`src/rtl/sse_pkg.sv`:
```
// Shared types for the serial shift engine.
package sse_pkg;
    // Engine sequencing states.
    typedef enum logic [1:0] {
        ST_IDLE  = 2'd0,   // waiting to start a telegram
        ST_SHIFT = 2'd1,   // shift clock running
        ST_HOLD  = 2'd2    // finished word waiting for a free receive buffer
    } sse_state_t;
endpackage

```
`src/rtl/sse_divider.sv`:
```
// Half-period tick generator for the shift clock.
// Assumes DIV_HALF >= 2. While `run` is low the counter and the phase are held at zero,
// so each telegram starts at the beginning of a leading half.
module sse_divider #(
    parameter int DIV_HALF = 2
) (
    input  logic clk,
    input  logic rst_n,
    input  logic run,
    output logic tick,
    output logic half
);
    localparam int CW = $clog2(DIV_HALF + 1);

    logic [CW-1:0] divcnt;

    assign tick = run && (divcnt == CW'(DIV_HALF - 1));

    // Count system clocks within one half period of the shift clock.
    always_ff @(posedge clk) begin
        if (!rst_n || !run) divcnt <= '0;
        else if (tick)      divcnt <= '0;
        else                divcnt <= divcnt + 1'b1;
    end

    // Track which half of the bit period is in progress.
    always_ff @(posedge clk) begin
        if (!rst_n || !run) half <= 1'b0;
        else if (tick)      half <= ~half;
    end

    assert_div_range_R11: assert property (@(posedge clk) disable iff (!rst_n)
        divcnt < CW'(DIV_HALF));
endmodule

```
`src/rtl/sse_buffers.sv`:
```
// Transmit and receive holding registers with their full flags.
// A write sets the transmit flag even if a take happens in the same cycle;
// a put sets the receive flag even if a read happens in the same cycle.
module sse_buffers #(
    parameter int WORD_W = 8
) (
    input  logic              clk,
    input  logic              rst_n,
    input  logic              tx_wr,
    input  logic [WORD_W-1:0] tx_din,
    input  logic              tx_take,
    input  logic              rx_rd,
    input  logic              rx_put,
    input  logic [WORD_W-1:0] rx_din,
    output logic [WORD_W-1:0] tx_buf,
    output logic              tx_full,
    output logic [WORD_W-1:0] rx_buf,
    output logic              rx_full
);
    // Transmit buffer: filled by the writer, emptied when a telegram loads it.
    always_ff @(posedge clk) begin
        if (!rst_n) begin
            tx_buf  <= '0;
            tx_full <= 1'b0;
        end else if (tx_wr) begin
            tx_buf  <= tx_din;
            tx_full <= 1'b1;
        end else if (tx_take) begin
            tx_full <= 1'b0;
        end
    end

    // Receive buffer: filled by the engine, freed by the reader.
    always_ff @(posedge clk) begin
        if (!rst_n) begin
            rx_buf  <= '0;
            rx_full <= 1'b0;
        end else if (rx_put) begin
            rx_buf  <= rx_din;
            rx_full <= 1'b1;
        end else if (rx_rd) begin
            rx_full <= 1'b0;
        end
    end

    assert_rx_fill_R5: assert property (@(posedge clk) disable iff (!rst_n)
        rx_put |=> rx_full);
endmodule

```
`src/rtl/sse_engine.sv`:
```
// Buffered synchronous serial shift engine, clock master only.
// Sequences 8-bit MSB-first telegrams between a transmit buffer and a receive buffer,
// stalling when the buffer of the active direction is not ready. Assumes dir_tx and
// edge_sel are changed only while the engine is idle.
module sse_engine #(
    parameter int WORD_W   = 8,
    parameter int DIV_HALF = 2
) (
    input  logic              clk,
    input  logic              rst_n,
    input  logic              halt,
    input  logic              dir_tx,
    input  logic              edge_sel,
    input  logic              three_wire,
    input  logic              irq_en,
    input  logic              irq_on_end,
    input  logic              tx_wr,
    input  logic [WORD_W-1:0] tx_din,
    input  logic              rx_rd,
    input  logic              sd_in,
    output logic              sc,
    output logic              sd_out,
    output logic              sd_oe,
    output logic              ready,
    output logic              active,
    output logic              irq,
    output logic [WORD_W-1:0] rx_data
);
    import sse_pkg::*;

    localparam int BW = $clog2(WORD_W);

    sse_state_t        state;
    logic [WORD_W-1:0] sreg;
    logic [BW-1:0]     bitcnt;
    logic              smp;
    logic              tick;
    logic              half;
    logic [WORD_W-1:0] tx_buf;
    logic              tx_full;
    logic              rx_full;
    logic              start;
    logic              last;
    logic              abort;
    logic              rx_put;
    logic [WORD_W-1:0] rx_din;
    logic [WORD_W-1:0] word;
    logic              buf_evt;
    logic              end_evt;

    sse_divider #(.DIV_HALF(DIV_HALF)) u_div (
        .clk   (clk),
        .rst_n (rst_n),
        .run   (state == ST_SHIFT),
        .tick  (tick),
        .half  (half)
    );

    sse_buffers #(.WORD_W(WORD_W)) u_buf (
        .clk     (clk),
        .rst_n   (rst_n),
        .tx_wr   (tx_wr),
        .tx_din  (tx_din),
        .tx_take (start && dir_tx),
        .rx_rd   (rx_rd),
        .rx_put  (rx_put),
        .rx_din  (rx_din),
        .tx_buf  (tx_buf),
        .tx_full (tx_full),
        .rx_buf  (rx_data),
        .rx_full (rx_full)
    );

    // Decode the sequencing events of this cycle.
    always_comb begin
        word    = {sreg[WORD_W-2:0], smp};
        abort   = halt && (state != ST_IDLE);
        start   = (state == ST_IDLE) && !halt && (dir_tx ? tx_full : 1'b1);
        last    = (state == ST_SHIFT) && tick && half && (bitcnt == BW'(WORD_W - 1));
        end_evt = last && !abort;
        rx_put  = abort
                || (end_evt && (dir_tx || !rx_full))
                || ((state == ST_HOLD) && !rx_full && !halt);
        rx_din  = (end_evt) ? word : sreg;
        buf_evt = dir_tx ? start : (rx_put && !abort);
    end

    // Advance the telegram state machine.
    always_ff @(posedge clk) begin
        if (!rst_n || abort) begin
            state <= ST_IDLE;
        end else begin
            unique case (state)
                ST_IDLE:  if (start) state <= ST_SHIFT;
                ST_SHIFT: if (last)  state <= (!dir_tx && rx_full) ? ST_HOLD : ST_IDLE;
                ST_HOLD:  if (!rx_full) state <= ST_IDLE;
                default:  state <= ST_IDLE;
            endcase
        end
    end

    // Load, sample and shift the data path.
    always_ff @(posedge clk) begin
        if (!rst_n) begin
            sreg   <= '0;
            smp    <= 1'b0;
            bitcnt <= '0;
        end else if (start) begin
            sreg   <= tx_buf;
            bitcnt <= '0;
        end else if ((state == ST_SHIFT) && tick && !abort) begin
            if (!half) begin
                smp <= sd_in;
            end else begin
                sreg   <= word;
                bitcnt <= bitcnt + 1'b1;
            end
        end
    end

    // Register the interrupt pulse from the selected source.
    always_ff @(posedge clk) begin
        if (!rst_n) irq <= 1'b0;
        else        irq <= irq_en && (irq_on_end ? end_evt : buf_evt);
    end

    // Drive the pins and status flags.
    always_comb begin
        active = (state == ST_SHIFT);
        sc     = active ? (half ^ edge_sel) : ~edge_sel;
        sd_out = active ? sreg[WORD_W-1] : 1'b1;
        sd_oe  = three_wire ? 1'b1 : dir_tx;
        ready  = dir_tx ? tx_full : rx_full;
    end

    assert_halt_stops_R7: assert property (@(posedge clk) disable iff (!rst_n)
        (halt && active) |=> !active);

    assert_tx_needs_word_R4: assert property (@(posedge clk) disable iff (!rst_n)
        ($rose(active) && dir_tx) |-> $past(tx_full));

    assert_irq_single_R9: assert property (@(posedge clk) disable iff (!rst_n)
        irq |=> !irq);

    assert_hold_keeps_R6: assert property (@(posedge clk) disable iff (!rst_n)
        ((state == ST_HOLD) && rx_full && !halt) |=> $stable(rx_data));

    assert_active_span_R8: assert property (@(posedge clk) disable iff (!rst_n)
        (active && !halt && !last) |=> active);
endmodule

```
`config.mk`:
```
export PLATFORM = sky130hd
export DESIGN_NAME = sse_engine
export DESIGN_NICKNAME = d
export VERILOG_FILES = /design/src/rtl/sse_pkg.sv /design/src/rtl/sse_divider.sv /design/src/rtl/sse_buffers.sv /design/src/rtl/sse_engine.sv
export SDC_FILE = /design/constraint.sdc
export NUM_CORES = 1
export LEC_CHECK = 0
export CORE_MARGIN = 5
export CORE_UTILIZATION = 55
export CTS_CLUSTER_DIAMETER = 200
export DETAILED_ROUTE_END_ITERATION = 6
export PLACE_DENSITY = 0.84
export SYNTH_ARGS = -nofsm -noshare
export SYNTH_HDL_FRONTEND = slang
export SYNTH_SLANG_ARGS = --single-unit
```
`constraint.sdc`:
```
create_clock -name clk -period 4.42 [get_ports clk]
set_input_delay 0.884 -clock clk [delete_from_list [all_inputs] [get_ports clk]]
set_output_delay 0.884 -clock clk [all_outputs]
set_load 0.005 [all_outputs]
```
==> metrics.txt <==
# rows 20; count of state elements after synthesis 36; sequential area share after synthesis 0.417; Synth Warn # 0; CTS tree built; CTS root buf clkbuf_4; synth cell count leaders dfxtp_1 (36), nor2_1 (23), mux2i_1 (17); fin worst setup slack 1.25 ns; Final Critical Period 3.17 ns; Critical Path End Type primary output; setup TNS 0 ns; Max IR drop VDD 0.167 mV; total core area 3030 µm²; effective utilization at floorplan 0.570; final instance area 2050 µm²; initial antenna violation count 0; Critical path origin dir_tx; leading area contributor after synthesis dfxtp_1; routed wire length 3.64 mm; CTS sink count 36; CTS Hold Bufs 0; clk_lat worst skew 0.33 ns; io pins 33; die area 4360 µm²; die height 66.0 µm; clk_skew 0.00417 ns; DRC viols 0; n_diodes 0; Synth Net Count 206; CTS HTree Levels 2; Synth area leaders dfxtp_1 (42%), mux2i_1 (9.9%), a311oi_1 (7.1%); DP Area 2010 µm²; Via-to-Cell Ratio 5.87; Worst Tran Pin Value 0.721 ns; Port Buffers 32; min-delay worst type reg -> reg; share of layout cells above drive strength 1 0.0861; Rel. slew slack 0.516; WS Path Type in -> out; Hold Vio Cnt, Final 0; Syn Std Cell Area 1730 µm²; post-CTS resize count 0; status completed; EDFF count, synth 0; first drt pass iteration count 5; DPL Wire Length 2.65 mm; syn avg cell area 9.38 µm²; wire per inst 14.4 µm; pre-CTS setup slack 1.25 ns; GR Overflow Total 0; f_max 316 MHz; Hold Crit Start u_div.divcnt[0]; # nets final 231; maximum fanout along the worst path 8; max cap viols 0; post-synth top area share 0.417; leakage power 0.793 nW; Mapped Cells 184; Tcrit/Tclk final 0.717; Die Span X 66.0 µm; first-pass GRT wire length 5.98 mm; Async SR Flop Fraction 0; power per standard cell area 303 nW/µm²; Synth cell types 45; First DRT Iteration DRCs 137; post-CTS setup buffer count 0; reg2reg start u_div.half; CP arrival 2.28 ns; RSZ-0062 raised after global routing false; Worst-path clk slew 0.10 ns; fill count 253; top_reg_cell synth dfxtp_1; via count 1484; pin count of the biggest net entering global routing 27; DP Cell Count 246; vias in the first global route 1334; Max Root-Sink Buffers 2; final setup fails 0; Area growth syn-to-layout 18.8%; Setup crit start kind input port; final non-filler cell total 253; CP required 3.54 ns; gpl congestion 0.769; Num CTS Buffers 5; Pins Over Slew Limit 0; Global Route Usage Sum 0.179; top-count cell post-synth dfxtp_1; DRT antenna net count 0
-- cell type report --
type | instances | area (µm²) | area share
multi-input combinational | 131 | 898 | 0.438
sequential | 36 | 721 | 0.351
timing repair buffer | 32 | 320 | 0.156
tap | 44 | 55.1 | 0.0268
clock buffer | 6 | 41.3 | 0.0201
inverter | 3 | 11.3 | 0.00549
clock inverter | 1 | 5.00 | 0.00244
-- through the flow --
step	hold WS [ns]	utilization	power, mW
2_1_floorplan	0.404	-	0.426
3_3_place_gp	0.412	0.662	0.462
3_5_place_dp	0.426	0.662	0.467
4_1_cts	0.441	0.678	0.626
5_1_grt	0.466	0.678	0.655
6_report	0.440	0.678	0.621
-- power breakdown --
| part | internal (mW) | switching, mW | total [mW] |
|---|---|---|---|
| clock | 0.0586 | 0.102 | 0.161 |
| sequential | 0.343 | 0.0165 | 0.359 |
| combinational | 0.0561 | 0.0445 | 0.101 |
| total | 0.457 | 0.164 | 0.621 |
-- registers in the layout, indices dropped and copies added (netlist names) --
name           count
u_buf.tx_full      1
u_div.half         1
u_buf.rx_full      1
u_buf.rx_buf       8
u_div.divcnt       2
state              2
u_buf.tx_buf       8
irq                1
sreg               8
bitcnt             3
smp                1
-- kinds of logic (layout without fill, tap and decap cells) --
family                   Yosys count  count (layout)  share of synthesized area
flip-flops                        36              36                      0.417
AO/OA/AOI/OAI                     40              40                      0.182
AND/OR/NAND/NOR                   67              67                      0.196
multiplexers                      18              18                      0.105
buffers and inverters             17              42                     0.0623
adder cells (fa/ha/maj)            3               3                     0.0217
XOR/XNOR                           3               3                     0.0152
-- final timing paths --
| check | end | slack [ns] | cells after the start |
|---|---|---|---|
| worst min-delay path | u_div.divcnt[0] | 0.44 | 1 |
| worst max-delay path | ready | 1.25 | 3 |
| worst max register to register | u_buf.rx_buf[3] | 2.40 | 4 |
| worst min register to register | u_div.divcnt[0] | 0.44 | 1 |
-- worst max-delay path, stage by stage --
cell and delay [ns]:
clkdlybuf4s50_1 0.59, mux2_2 0.37, clkdlybuf4s50_1 0.44
-- routing by layer --
metal / up-vias / wire [µm] / global-route usage
met2: 71 / 1680 / 0.274
met4: 0 / 59 / 0.0964
met3: 7 / 321 / 0.0629
met5: - / 0 / 0
met1: 685 / 1580 / 0.220
li1: 721 / - / -
-- cells in the final DEF (no fill, tap or decap), types with 3 or more instances in the layout --
cell type        instances
a311oi_1                14
nand2_1                 14
o21ai_0                  4
dfxtp_1                 36
nor2_1                  23
clkdlybuf4s50_1         32
nand3_1                 11
ha_1                     3
mux2i_1                 17
a21oi_1                 11
clkbuf_4                 5
(Power assumes the default switching activity.)
